<file path="src/rtl/gpio_bank_pkg.sv">
package gpio_bank_pkg;
  // Word indices of the register map; the byte offset is index * 4.
  localparam int IDX_OUT   = 0;
  localparam int IDX_DIR   = 1;
  localparam int IDX_BLINK = 2;
  localparam int IDX_POL   = 3;
  localparam int IDX_DIN   = 4;
  localparam int NUM_RW    = 4;
  localparam int MAX_PINS  = 32;
  localparam int DATA_W    = 32;
endpackage

</file>
<file path="src/rtl/gpio_sync2.sv">
module gpio_sync2 #(
  parameter int W = 32
) (
  input  logic         clk,
  input  logic         rst_n,
  input  logic [W-1:0] d,
  output logic [W-1:0] q
);
  logic [W-1:0] meta_q;

  always_ff @(posedge clk or negedge rst_n) begin
    if (!rst_n) begin
      meta_q <= '0;
      q      <= '0;
    end else begin
      meta_q <= d;
      q      <= meta_q;
    end
  end
endmodule

</file>
<file path="src/rtl/gpio_blink_gen.sv">
module gpio_blink_gen #(
  parameter int HALF_PERIOD = 250000
) (
  input  logic clk,
  input  logic rst_n,
  output logic wave
);
  localparam int CW = (HALF_PERIOD < 2) ? 1 : $clog2(HALF_PERIOD);

  logic [CW-1:0] cnt_q;
  logic          wrap;

  assign wrap = (cnt_q == CW'(HALF_PERIOD - 1));

  always_ff @(posedge clk or negedge rst_n) begin
    if (!rst_n) begin
      cnt_q <= '0;
      wave  <= 1'b0;
    end else if (wrap) begin
      cnt_q <= '0;
      wave  <= ~wave;
    end else begin
      cnt_q <= cnt_q + 1'b1;
    end
  end
endmodule

</file>
<file path="src/rtl/gpio_ctrl_regs.sv">
module gpio_ctrl_regs
  import gpio_bank_pkg::*;
#(
  parameter int NPINS  = 32,
  parameter int ADDR_W = 8
) (
  input  logic              clk,
  input  logic              rst_n,
  input  logic [ADDR_W-1:0] reg_addr,
  input  logic              reg_we,
  input  logic [DATA_W-1:0] reg_wdata,
  input  logic [NPINS-1:0]  din_val,
  output logic [DATA_W-1:0] reg_rdata,
  output logic [NPINS-1:0]  out_q,
  output logic [NPINS-1:0]  dir_q,
  output logic [NPINS-1:0]  blink_q,
  output logic [NPINS-1:0]  pol_q
);
  localparam int IDX_W = ADDR_W - 2;

  logic              aligned;
  logic [IDX_W-1:0]  widx;
  logic [NUM_RW-1:0] wr_hit;
  logic [NPINS-1:0]  cfg_q [NUM_RW];
  logic [NPINS-1:0]  rd_pins;

  assign aligned = (reg_addr[1:0] == 2'b00);
  assign widx    = reg_addr[ADDR_W-1:2];

  for (genvar k = 0; k < NUM_RW; k++) begin : g_reg
    assign wr_hit[k] = reg_we && aligned && (widx == IDX_W'(k));

    always_ff @(posedge clk or negedge rst_n) begin
      if (!rst_n)
        cfg_q[k] <= (k == IDX_DIR) ? '1 : '0;
      else if (wr_hit[k])
        cfg_q[k] <= reg_wdata[NPINS-1:0];
    end
  end

  assign out_q   = cfg_q[IDX_OUT];
  assign dir_q   = cfg_q[IDX_DIR];
  assign blink_q = cfg_q[IDX_BLINK];
  assign pol_q   = cfg_q[IDX_POL];

  always_comb begin
    rd_pins = '0;
    if (aligned) begin
      case (widx)
        IDX_W'(IDX_OUT):   rd_pins = out_q;
        IDX_W'(IDX_DIR):   rd_pins = dir_q;
        IDX_W'(IDX_BLINK): rd_pins = blink_q;
        IDX_W'(IDX_POL):   rd_pins = pol_q;
        IDX_W'(IDX_DIN):   rd_pins = din_val;
        default:           rd_pins = '0;
      endcase
    end
    reg_rdata = '0;
    reg_rdata[NPINS-1:0] = rd_pins;
  end
endmodule

</file>
<file path="src/rtl/gpio_bank.sv">
module gpio_bank
  import gpio_bank_pkg::*;
#(
  parameter int NPINS      = 32,
  parameter int ADDR_W     = 8,
  parameter int BLINK_HALF = 250000
) (
  input  logic              clk,
  input  logic              rst_n,
  input  logic [ADDR_W-1:0] reg_addr,
  input  logic              reg_we,
  input  logic [31:0]       reg_wdata,
  output logic [31:0]       reg_rdata,
  input  logic [NPINS-1:0]  pin_in,
  output logic [NPINS-1:0]  pin_out,
  output logic [NPINS-1:0]  pin_oe,
  output logic [NPINS-1:0]  pin_level
);
  logic [NPINS-1:0] out_q;
  logic [NPINS-1:0] dir_q;
  logic [NPINS-1:0] blink_q;
  logic [NPINS-1:0] pol_q;
  logic [NPINS-1:0] sync_q;
  logic             wave;

  gpio_sync2 #(.W(NPINS)) u_sync (
    .clk  (clk),
    .rst_n(rst_n),
    .d    (pin_in),
    .q    (sync_q)
  );

  gpio_blink_gen #(.HALF_PERIOD(BLINK_HALF)) u_blink (
    .clk  (clk),
    .rst_n(rst_n),
    .wave (wave)
  );

  gpio_ctrl_regs #(.NPINS(NPINS), .ADDR_W(ADDR_W)) u_regs (
    .clk      (clk),
    .rst_n    (rst_n),
    .reg_addr (reg_addr),
    .reg_we   (reg_we),
    .reg_wdata(reg_wdata),
    .din_val  (pin_level),
    .reg_rdata(reg_rdata),
    .out_q    (out_q),
    .dir_q    (dir_q),
    .blink_q  (blink_q),
    .pol_q    (pol_q)
  );

  assign pin_level = sync_q ^ pol_q;
  assign pin_oe    = ~dir_q;
  // A blinking pin is forced low while the wave is low.
  assign pin_out   = out_q & ~(blink_q & {NPINS{~wave}});
endmodule

</file>
<file path="config.mk">
export PLATFORM = sky130hd
export DESIGN_NAME = gpio_bank
export DESIGN_NICKNAME = d
export VERILOG_FILES = /design/src/rtl/gpio_bank_pkg.sv /design/src/rtl/gpio_sync2.sv /design/src/rtl/gpio_blink_gen.sv /design/src/rtl/gpio_ctrl_regs.sv /design/src/rtl/gpio_bank.sv
export SDC_FILE = /design/constraint.sdc
export NUM_CORES = 1
export LEC_CHECK = 0
export ABC_AREA = 1
export CORE_ASPECT_RATIO = 1.25
export CORE_MARGIN = 1
export CORE_UTILIZATION = 40
export CTS_CLUSTER_SIZE = 12
export DETAILED_ROUTE_END_ITERATION = 10
export DONT_BUFFER_PORTS = 1
export GPL_ROUTABILITY_DRIVEN = 0
export SETUP_SLACK_MARGIN = 0.02
export SYNTH_ARGS = -nofsm -noshare
export SYNTH_HDL_FRONTEND = slang
export SYNTH_SLANG_ARGS = --single-unit
</file>
<file path="constraint.sdc">
create_clock -name clk -period 2.2 [get_ports clk]
set_input_delay 0.44 -clock clk [delete_from_list [all_inputs] [get_ports clk]]
set_output_delay 0.44 -clock clk [all_outputs]
set_load 0.02 [all_outputs]
</file>
* Word-level counts from Yosys, hierarchy flattened
Index checks and enable logic that the tools add are counted.
Cells by class: magnitude comparators 0, divide/modulo/power cells 0, multiplexer cells 3, shift-type cells 0, bitwise operators 6, add/subtract/negate cells 1, multiply operators 0, eq/ne operators 5, reduce and logical (&&, ||, !) cells 7
Operators by type and width (number):
- $pmux W32 S5 | 1
- $and A32 B32 Y32 | 2
- $not A32 Y32 | 2
- $mux W32 | 1
- $xor A32 B32 Y32 | 1
- $add A18 B1 Y18 const B | 1
- $eq A18 B18 Y1 const B | 1
- $mux W18 | 1
- $eq A6 B2 Y1 const B | 2
- $eq A6 B1 Y1 const B | 1
- $eq A6 B3 Y1 const B | 1
- $logic_not A6 Y1 | 1
- $logic_and A1 B1 Y1 | 5
- $logic_not A2 Y1 | 1
- $not A1 Y1 | 1
Word-level totals: memories kept 0, input port bits 75, word-level logic and storage cells 30, latch bits 0, ROM bits 0, output and inout bits 128, register bits 211, bits in writable memories 0

* Depth between registers and ports, before layout
Gate-level depths: netlist of the first run.
depth after elaboration 4, mapped depth 9, gate-level depth less buffers 9

* By module
A second synthesis of the first run with hierarchy kept.
Unflattened totals: cells, all modules 1223, area total of the unflattened synthesis 10045.9 um^2
By module, submodules not included:
- gpio_ctrl_regs | seq. area each 3243.1 um^2, cells an instance 785, area an instance 6306.0 um^2, instances 1
- gpio_sync2 | seq. area each 1601.5 um^2, cells an instance 64, area an instance 1601.5 um^2, instances 1
- gpio_blink_gen | seq. area each 475.5 um^2, cells an instance 146, area an instance 1107.3 um^2, instances 1
- gpio_bank | seq. area each 0.0 um^2, cells an instance 228, area an instance 1031.0 um^2, instances 1

* Worst setup path before layout of the first run
Ideal clock, no wire load.
kind input to output, from in reg_addr[7], to out reg_rdata[11], path buffers 3, stages 8, setup slack 217 ps, arrival time 1543 ps, required time 1760 ps, cells stage by stage nor2_4 -> buf_4 -> buf_4 -> buf_2 -> nand4_1 -> nand3_1 -> nor2_1 -> nor2_1
Between the ends: longest elaborated chain between the ends 3, elaborated cells on any way between the ends 7, those cells by class eq/ne: 4; mux: 2; reduce/logical: 1
RTL lines:
- start, declared | RTL line gpio_bank.sv:10 | input logic [ADDR_W-1:0] reg_addr,
- $eq A6 B3 Y1 (tied with other cells) | RTL line gpio_ctrl_regs.sv:49 | case (widx)
- $pmux W32 S5 (*) | RTL line gpio_ctrl_regs.sv:49
- $mux W32 (*) | RTL line gpio_ctrl_regs.sv:48 | if (aligned) begin
- end, declared | RTL line gpio_bank.sv:13 | output logic [31:0] reg_rdata,
Mark *: on every way between the ends. The rest lies on a longest branch, timed or not.

* Worst setup path after layout of the first run
from reg u_sync.q[10], to out reg_rdata[10]
Between the ends: longest elaborated chain between the ends 3
RTL lines:
- start, declared | RTL line gpio_sync2.sv:7 | output logic [W-1:0] q
- start signal, assigned | RTL line gpio_sync2.sv:17 | q <= meta_q;
- $xor A32 B32 Y32 | RTL line gpio_bank.sv:53 | assign pin_level = sync_q ^ pol_q;
- named net pin_level[10] | RTL line gpio_bank.sv:17 | output logic [NPINS-1:0] pin_level
- $pmux W32 S5 | RTL line gpio_ctrl_regs.sv:49
- $mux W32 | RTL line gpio_ctrl_regs.sv:48
The timed path passes the listed nets, and every way through them passes these cells.

==> results of run 1 <==
-- power groups by stage --
stage	registers [µW]	clock network (µW)	logic, µW
finish	4280	4250	1110
CTS	4270	4330	1080
global placement	4330	0	1000
detailed placement	4330	0	1010
floorplan	4290	0	649
global route	4300	4480	1190
-- critical path, cell delays in order, from the launching register on --
cell and delay (ps):
dfrtp_1 430, xor2_4 290, nand3_2 80, nand2_1 60, nor2_1 40, nor2_1 150, buf_4 170
-- per-layer routing --
layer | global-route usage (%) | vias to the layer above
met5 | 0 | -
met4 | 8.55 | 0
met3 | 4.89 | 42
met2 | 40.0 | 291
met1 | 29.2 | 4362
li1 | - | 4158
-- timing repair --
action / in CTS / in global routing
buffers inserted: 1 / 4
resized for setup: 19 / 46
hold endpoints to repair: 243 / 211
setup endpoints to repair: 12 / 17
pin swaps: 1 / 19
-- state kept, by name, indices dropped and copies added (netlist names) --
register and flops:
u_regs.out_q 32, u_regs.dir_q 32, u_blink.wave 1, u_sync.meta_q 32
u_regs.blink_q 32, u_blink.cnt_q 18, u_regs.pol_q 32, u_sync.q 32
-- through the flow --
stage          setup slack (ps)  instances
2_1_floorplan               217       1198
3_3_place_gp                214       1564
3_5_place_dp                184       1564
4_1_cts                   -12.0       1641
5_1_grt                   -79.6       1645
6_report                   23.6       1645
-- synthesized netlist by cell type (6+ instances only) --
cell        n  area [µm²]
nand2_1   275        1030
dfstp_2    32         841
xor2_1     34         298
o21ai_1    36         180
nand3_1    77         385
clkbuf_1   26        97.6
nor2_4      6        67.6
o21ai_0    93         465
nand4_1   132         826
nor2_1    101         379
dfrtp_1   179        4480
a21oi_1    33         165
buf_4      16         120
buf_2      34         170
inv_1     101         379
-- final cells by class --
type | count | area (µm²)
fill | 2326 | 12000
inverter | 104 | 390
clock inverter | 6 | 105
sequential | 211 | 5330
multi-input combinational | 800 | 4200
clock buffer | 38 | 744
timing repair buffer | 156 | 1430
tap | 330 | 413
-- kinds of logic after synthesis --
logic type      Yosys count  share of synthesized area, %
compound gates          162                          8.08
fa+ha+maj                 1                         0.125
buf+inv                 187                          8.16
xor+xnor                 35                          3.05
flops                   211                          53.0
simple gates            602                          27.6
-- worst paths after layout --
check | slack [ps] | end | depth (start not counted)
hold reg to reg | 340 | u_sync.q[27]$_DFF_PN0_ | 0
max in group asynchronous | 2170 | u_regs.dir_q[13]$_DFFE_PN1P_ | 0
hold / removal | -360 | u_sync.q[28]$_DFF_PN0_ | 0
setup / recovery | 20 | reg_rdata[10] | 6
setup reg to reg | 600 | u_blink.cnt_q[15]$_DFF_PN0_ | 8
min in group clk | 30 | u_regs.dir_q[12]$_DFFE_PN1P_ | 2
==> qor.yml, run 1 <==
synthesis:
  ys_seq_area_share_pct: 53.0
  yosys_register_bits: 211
  yosysWarnings: 0
  syn_area_per_cell_um2: 8.38
  yosysUniqueCellTypes: 26
  synthFlopType: "dfrtp_1"
  syn_nets: 1274
  synthCells: 1198
  synthesis.area_mm2: 0.0100
  synth_edf_count: 0
  async_flop_share_pct: 100
final_layout:
  drive_above_1_share_pct: 19.9
  layout_commonest_cell: "nand2_1"
  syn2layout_area_growth_pct: 25.6
  stdcell_area_mm2: 0.0126
  fin_nets: 1373
  utilization_pct: 51.3
  layout_common_cells: "258 x nand2_1, 172 x dfrtp_1, 132 x nand4_1"
  diodes: 0
setup_path:
  crit_required_ps: 1760
  crit_path_max_fanout: 2
  crit_type: "register to output port"
  arrival_ps: 1740
  startpoint: "u_sync.q[10]$_DFF_PN0_"
  start_kind: "register"
  crit_path_end_kind: "output port"
  timing.rr.start: "u_blink.cnt_q[0]$_DFF_PN0_"
pwr:
  power_frac_seq_pct: 44.4
  swShare_pct: 25.4
  leakagePower_uw: 0.00607
  total_power_uw: 9640
  power_density_mw_per_mm2: 764
  p_comb_share_pct: 11.5
  p_int_uw: 7190
  peakVddDrop_mv: 0.557
  power_frac_clock_pct: 44.1
  switchingPower_uw: 2450
global_routing:
  grt-ovfl-total: 0
  grt_pass1_vias: 8575
  grt_pass1_wl_um: 46500
  grt_max_degree: 212
  antenna_found_initial: 0
  track_usage_pct: 23.5
cts:
  cts.sinks: 211
  root_buffer: "clkbuf_16"
  cts_max_level: 1
  worst_skew_pair.late_latency_ps: 510
  cts_made_buffers: 24
  clockBufferDepth: 3
  clk_pin_slew_worst_paths_ps: 60
  tritoncts: "built"
  cts_hold_buf: 32
drt:
  wl_met2_um: 15100
  routed.top_layer: "met4"
  avgRoutedWirePerCell_um: 18.4
  route.detailed.drc: 0
  drt-total-wl_um: 30200
  wl_met3_um: 2220
  ant_nets: 0
  vias: 8853
  drt-vias-per-instance: 5.38
  first_pass_iters: 4
  wirelength_met1_um: 12100
  drtIter0Drc: 597
placed_design:
  port_buffers: 0
  post-dp-hpwl_um: 18800
  place_area_mm2: 0.0111
sta:
  relSlewSlack_pct: 68.1
  hold_ws_ps: -363
  rsz0062_at_grt: "yes"
  tightest_slew_ps: 476
  finalHoldViolCount: 205
  setup_violations: 0
  setup-tns-final_ps: 0
  finalCriticalPeriod_ps: 2180
  drv_slew: 0
  clock_skew_ps: 9.93
  finalCritPeriodShare_pct: 98.9
  fmax_ghz: 0.459
floorplan:
  initial_core_util_pct: 40.8
  fp.dieW_um: 144
  core_mm2: 0.0246
  die_h_um: 179
  ios: 203
  dieArea_mm2: 0.0257
  rows: 64
worst_hold_path:
  hold_class: "primary input to asynchronous set/reset pin"
run_status:
  violations: "hold timing"
  outcome: "finished with violations"
flow_run:
  drv_cap: 0
(Power assumes the default switching activity.)
==> run 2, diff against run 1 <==
--- a/config.mk
+++ b/config.mk
@@ -13,6 +13,7 @@
 export DETAILED_ROUTE_END_ITERATION = 10
 export DONT_BUFFER_PORTS = 1
 export GPL_ROUTABILITY_DRIVEN = 0
+export PLACE_DENSITY = 0.62
 export SETUP_SLACK_MARGIN = 0.02
 export SYNTH_ARGS = -nofsm -noshare
 export SYNTH_HDL_FRONTEND = slang
==> run 2 against run 1 <==
Compared with the run above: the run still ends with hold timing left; global-route usage down 0.076 points; critical path depth unchanged; critical endpoint is now reg_rdata[6]; clock power down 6.6%; sequential power about the same; via count down 0.41%.
==> qor.yml, run 2 (synthesized netlist as in run 1, its figures left out) <==
cts:
  cts_hold_buf: 32  # unchanged
  clockBufferDepth: 3  # unchanged
  cts_made_buffers: 24  # unchanged
  worst_skew_pair.late_latency_ps: 510  # about the same
  root_buffer: "clkbuf_16"  # unchanged
  clk_pin_slew_worst_paths_ps: 60  # about the same
  cts.sinks: 211  # unchanged
  cts_max_level: 1  # unchanged
  tritoncts: "built"  # unchanged
setup_path:
  crit_required_ps: 1760  # about the same
  crit_path_end_kind: "output port"  # unchanged
  crit_path_max_fanout: 3  # was 2
  start_kind: "register"  # unchanged
  crit_type: "register to output port"  # unchanged
  arrival_ps: 1690  # was 1740 ps
placed_design:
  place_area_mm2: 0.0111  # about the same
  post-dp-hpwl_um: 19200  # was 18800 µm
  port_buffers: 0  # unchanged
floorplan:
  initial_core_util_pct: 40.8  # unchanged
  dieArea_mm2: 0.0257  # unchanged
  ios: 203  # unchanged
  rows: 64  # unchanged
  fp.dieW_um: 144  # unchanged
  die_h_um: 179  # unchanged
  core_mm2: 0.0246  # unchanged
flow_run:
  drv_cap: 0  # unchanged
drt:
  avgRoutedWirePerCell_um: 18.0  # was 18.4 µm
  drt-total-wl_um: 29700  # was 30200 µm
  drtIter0Drc: 613  # was 597
  drt-vias-per-instance: 5.34  # was 5.38
  first_pass_iters: 4  # unchanged
  vias: 8817  # was 8853
  ant_nets: 0  # unchanged
  route.detailed.drc: 0  # unchanged
sta:
  finalCriticalPeriod_ps: 2130  # was 2180 ps
  setup_violations: 0  # unchanged
  drv_slew: 0  # unchanged
  clock_skew_ps: 7.18  # was 9.93 ps
  tightest_slew_ps: 559  # was 476 ps
  fmax_ghz: 0.469  # was 0.459 GHz
  rsz0062_at_grt: "yes"  # unchanged
  relSlewSlack_pct: 62.6  # was 68.1%
  finalHoldViolCount: 211  # was 205
  finalCritPeriodShare_pct: 96.9  # was 98.9%
  hold_ws_ps: -370  # was -363 ps
final_layout:
  fin_nets: 1379  # was 1373
  layout_commonest_cell: "nand2_1"  # unchanged
  drive_above_1_share_pct: 18.7  # was 19.9%
  diodes: 0  # unchanged
  stdcell_area_mm2: 0.0125  # was 0.0126 mm²
  utilization_pct: 50.8  # was 51.3%
  syn2layout_area_growth_pct: 24.4  # was 25.6%
  layout_common_cells: "266 x nand2_1, 174 x dfrtp_1, 132 x nand4_1"  # was 258 x nand2_1, 172 x dfrtp_1, 132 x nand4_1
global_routing:
  use_met1_pct: 30.3  # was 29.2%
  antenna_found_initial: 0  # unchanged
  gr-usage-met2_pct: 39.4  # was 40.0%
  busiest_layer: "met2"  # unchanged
  grt-ovfl-total: 0  # unchanged
  use_met3_pct: 3.87  # was 4.89%
  grt_max_degree: 212  # unchanged
  grt_pass1_vias: 8580  # was 8575
  track_usage_pct: 23.4  # was 23.5%
  grt_pass1_wl_um: 46500  # about the same
pwr:
  peakVddDrop_mv: 0.546  # was 0.557 mV
  leakagePower_uw: 0.00606  # was 0.00607 µW
  power_density_mw_per_mm2: 748  # was 764 mW/mm²
run_status:
  outcome: "finished with violations"  # unchanged
  violations: "hold timing"  # unchanged
worst_hold_path:
  hold_class: "primary input to asynchronous set/reset pin"  # unchanged
run 2: cell types whose count changed in the layout (fill, tap and decap cells not counted), sizes merged:
cell / before / now
bufinv: 3 / 2
clkinvlp: 0 / 1
clkbuf: 38 / 36
buf: 124 / 130
clkinv: 3 / 5
run 2: worst paths after layout:
path / startpoint / to / slack, ps / cells after the start
setup / recovery: u_regs.pol_q[6]$_DFFE_PN0P_ / reg_rdata[6] / 70 / 6
hold / removal: rst_n / u_sync.q[1]$_DFF_PN0_ / -370 / 0
setup reg to reg: u_blink.cnt_q[0]$_DFF_PN0_ / u_blink.cnt_q[7]$_DFF_PN0_ / 520 / 8
hold reg to reg: u_sync.meta_q[29]$_DFF_PN0_ / u_sync.q[29]$_DFF_PN0_ / 350 / 0
max in group asynchronous: rst_n / u_regs.dir_q[18]$_DFFE_PN1P_ / 2200 / 0
min in group clk: reg_wdata[29] / u_regs.dir_q[29]$_DFFE_PN1P_ / 20 / 2
run 2: critical path: stages (launching register included):
cell and delay, ps:
dfrtp_2 450, xor2_4 270, nand3_2 100, nand2_1 80
nor2_1 40, nor2_1 90, buf_4 150
run 2: power breakdown:
group          leakage, µW  internal, µW  switching [µW]  total [µW]
sequential         0.00248          4140             141        4280
combinational      0.00320           390             710        1100
clock             0.000381          2390            1580        3970
run 2: final cells by class:
type | count | area (µm²)
Clock buffer | 36 | 687
Inverter | 104 | 390
Multi-Input combinational cell | 800 | 4110
Sequential cell | 211 | 5330
Clock inverter | 8 | 96.3
Tap cell | 330 | 413
Fill cell | 2372 | 12100
Timing Repair Buffer | 162 | 1460
run 2: per-stage QoR:
stage | setup TNS (ps) | cells | total power, µW | setup WS (ps)
after floorplan | 0 | 1198 | 4940 | 217
after global placement | 0 | 1570 | 5330 | 238
after detailed placement | 0 | 1570 | 5350 | 223
after CTS | 0 | 1646 | 9420 | 20.4
after global routing | -58.9 | 1651 | 9710 | -22.8
final | 0 | 1651 | 9350 | 68.2
run 2: per-layer routing:
| layer | part of all wire (%) | vias up |
|---|---|---|
| met5 | 0 | - |
| met4 | 2.6 | 0 |
| met3 | 6.5 | 53 |
| met2 | 50 | 301 |
| met1 | 41 | 4290 |
| li1 | - | 4173 |
run 2: what timing repair did:
| action | CTS | global route |
|---|---|---|
| endpoints found under the setup margin | 8 | 17 |
| gates resized for setup | 13 | 30 |
| pin swaps | 0 | 13 |
| cloned | 0 | 0 |
| endpoints found under the hold margin | 243 | 211 |
| buffers inserted | 0 | 5 |
==> run 3, diff against run 2 <==
==> constraint.sdc (replaced) <==
create_clock -name clk -period 2.4 [get_ports clk]
set_input_delay 0.48 -clock clk [delete_from_list [all_inputs] [get_ports clk]]
set_output_delay 0.48 -clock clk [all_outputs]
set_load 0.02 [all_outputs]
==> run 3 against run 2 <==
Compared with the run above: the run still ends with hold timing left; combinational power fell by 12%; power is 11% lower; wire length rose by 0.42%; flip-flop and latch count unchanged; setup slack gained 79 ps; clock power fell by 13%; global-route usage about the same; clock skew rose by 3.5 ps; design area decreased by 2.8%; register-to-register slack improved by 230 ps; count of clock-buffer cells in the layout up 1; sequential share of layout area is 1.2 points higher; highest routed layer unchanged.
==> qor.yml, run 3 (synthesized netlist as in run 1, its figures left out) <==
run_status:
  outcome: "finished with violations"  # unchanged
  violations: "hold timing"  # unchanged
sta:
  setup_violations: 0  # unchanged
  fmax_ghz: 0.444
  clock_skew_ps: 10.6  # was 7.18 ps
  tightest_slew_ps: 598  # was 559 ps
  finalHoldViolCount: 187  # was 211
  relSlewSlack_pct: 60.0  # was 62.6%
  finalCriticalPeriod_ps: 2250
  finalCritPeriodShare_pct: 93.9
  setup-tns-final_ps: 0  # unchanged
  hold_ws_ps: -323  # was -370 ps
  drv_slew: 0  # unchanged
  rsz0062_at_grt: "no"  # was yes
setup_path:
  slowest_stage: "dfrtp_1"  # was dfrtp_2
  critPathBufInv: 2  # was 1
  path_cells: "inv_1 -> nand2_1 -> nand2_1 -> nand3_1 -> nand2_1 -> nor2_1 -> nor2_1 -> buf_4"  # was xor2_4 -> nand3_2 -> nand2_1 -> nor2_1 -> nor2_1 -> buf_4
  startpoint: "u_regs.pol_q[23]$_DFFE_PN0P_"  # was u_regs.pol_q[6]$_DFFE_PN0P_
  arrival_ps: 1770  # was 1690 ps
  r2r_end: "u_blink.cnt_q[12]$_DFF_PN0_"  # was u_blink.cnt_q[7]$_DFF_PN0_
  start_kind: "register"  # unchanged
  crit_path_max_fanout: 3  # unchanged
  reg2reg_setup_slack_ps: 750  # was 520 ps
  critPathTopFamily: "simple AND/OR/NAND/NOR gates"  # was flip-flops
  timing.rr.start: "u_blink.cnt_q[0]$_DFF_PN0_"  # unchanged
  crit_path_end_kind: "output port"  # unchanged
  crit_type: "register to output port"  # unchanged
  crit_top_cell: "nand2_1"  # was nor2_1
  crit_required_ps: 1920  # was 1760 ps
  cp_slowest_stage_delay_ps: 400  # was 450 ps
  reg2regPathDepth: 8  # unchanged
final_layout:
  stdcell_area_mm2: 0.0121  # was 0.0125 mm²
  drive_above_1_share_pct: 15.9  # was 18.7%
  layout_commonest_cell: "nand2_1"  # unchanged
  diodes: 0  # unchanged
  utilization_pct: 49.4  # was 50.8%
  fin_nets: 1370  # was 1379
  syn2layout_area_growth_pct: 20.9  # was 24.4%
  layout_common_cells: "274 x nand2_1, 179 x dfrtp_1, 132 x nand4_1"  # was 266 x nand2_1, 174 x dfrtp_1, 132 x nand4_1
pwr:
  power_frac_clock_pct: 41.5  # was 42.5%
  p_int_uw: 6170  # was 6920 µW
  switchingPower_uw: 2170  # was 2430 µW
  power_density_mw_per_mm2: 687  # was 748 mW/mm²
  peakVddDrop_mv: 0.509  # was 0.546 mV
  swShare_pct: 26.0  # about the same
  power_frac_seq_pct: 46.9  # was 45.8%
  leakagePower_uw: 0.00597  # was 0.00606 µW
  p_comb_share_pct: 11.6  # was 11.8%
floorplan:
  ios: 203  # unchanged
  fp.dieW_um: 144  # unchanged
  rows: 64  # unchanged
  die_h_um: 179  # unchanged
  dieArea_mm2: 0.0257  # unchanged
  core_mm2: 0.0246  # unchanged
  initial_core_util_pct: 40.8  # unchanged
cts:
  worst_skew_pair.late_latency_ps: 510  # about the same
  cts_setup_buffers: 0  # unchanged
  cts_max_level: 1  # unchanged
  cts_made_buffers: 23  # was 24
  clockBufferDepth: 3  # unchanged
  clk_pin_slew_worst_paths_ps: 60  # about the same
  cts_hold_buf: 32  # unchanged
  tritoncts: "built"  # unchanged
  root_buffer: "clkbuf_16"  # unchanged
  cts.sinks: 211  # unchanged
global_routing:
  grt_max_degree: 212  # unchanged
  antenna_found_initial: 0  # unchanged
  grt-ovfl-total: 0  # unchanged
  grt_pass1_vias: 8605  # was 8580
  track_usage_pct: 23.4  # about the same
  grt_pass1_wl_um: 46400  # was 46500 µm
drt:
  ant_nets: 0  # unchanged
  avgRoutedWirePerCell_um: 18.2  # was 18.0 µm
  route.detailed.drc: 0  # unchanged
  vias: 8798  # was 8817
  drt-total-wl_um: 29800  # was 29700 µm
  first_pass_iters: 5  # was 4
  drt-vias-per-instance: 5.37  # was 5.34
  drtIter0Drc: 690  # was 613
placed_design:
  port_buffers: 0  # unchanged
  place_area_mm2: 0.0111  # about the same
  post-dp-hpwl_um: 19100  # was 19200 µm
worst_hold_path:
  hold_class: "primary input to asynchronous set/reset pin"  # unchanged
flow_run:
  drv_cap: 0  # unchanged
==> run 3: cell types whose count changed in the layout (fill, tap and decap cells not counted), sizes merged <==
cell	delta
buf	-8
clkinv	-3
bufinv	-1
clkbuf	+1
clkinvlp	-1
==> run 3: layout make-up <==
type | count | area [µm²]
multi-input cells | 800 | 3960
well taps | 330 | 413
repair buffers | 154 | 1340
fillers | 2300 | 12400
inverters | 104 | 390
flip-flops and latches | 211 | 5320
clock buffers | 37 | 688
clock inverters | 3 | 40.0
==> run 3: stage by stage <==
step | setup WS, ps | power, µW | cells
global placement | 327 | 4870 | 1567
floorplan | 337 | 4530 | 1198
finish | 147 | 8340 | 1639
CTS | 64.9 | 8430 | 1639
global route | 20.3 | 8660 | 1639
detailed placement | 293 | 4890 | 1567
==> run 3: worst max path at each step <==
stage               endpoint  slack (ps)  depth (start not counted)
6_report       reg_rdata[23]         150                          8
5_1_grt        reg_rdata[23]          20                          8
4_1_cts        reg_rdata[15]          60                          8
3_5_place_dp   reg_rdata[17]         290                          9
3_3_place_gp    reg_rdata[7]         330                          8
2_1_floorplan  reg_rdata[11]         340                          8
==> run 3: worst register-to-register path, delay by kind of cell (launching register included) <==
family / cells / cell delay [ps]
simple gates: 6 / 880
flops: 1 / 360
fa+ha+maj: 1 / 170
buf+inv: 1 / 100
==> run 3: repair_timing <==
item	4_1_cts	5_1_grt
endpoints found under the hold margin	243	211
endpoints found under the setup margin	1	4
gates resized for setup	1	4
==> run 3: power by group through the flow <==
| stage | Combinational [µW] | Clock (µW) | Sequential (µW) |
|---|---|---|---|
| 2_1_floorplan | 595 | 0 | 3930 |
| 3_3_place_gp | 913 | 0 | 3960 |
| 3_5_place_dp | 919 | 0 | 3970 |
| 4_1_cts | 965 | 3560 | 3910 |
| 5_1_grt | 1040 | 3690 | 3930 |
| 6_report | 971 | 3460 | 3910 |
==> run 3: metal layers <==
layer  global-route usage [%]  vias to the layer above  part of all wire, %
met5                        0                        -                    0
met3                     4.09                       72                  7.1
li1                         -                     4152                    -
met4                     10.3                        0                  4.0
met2                     39.1                      342                   48
met1                     29.5                     4232                   41
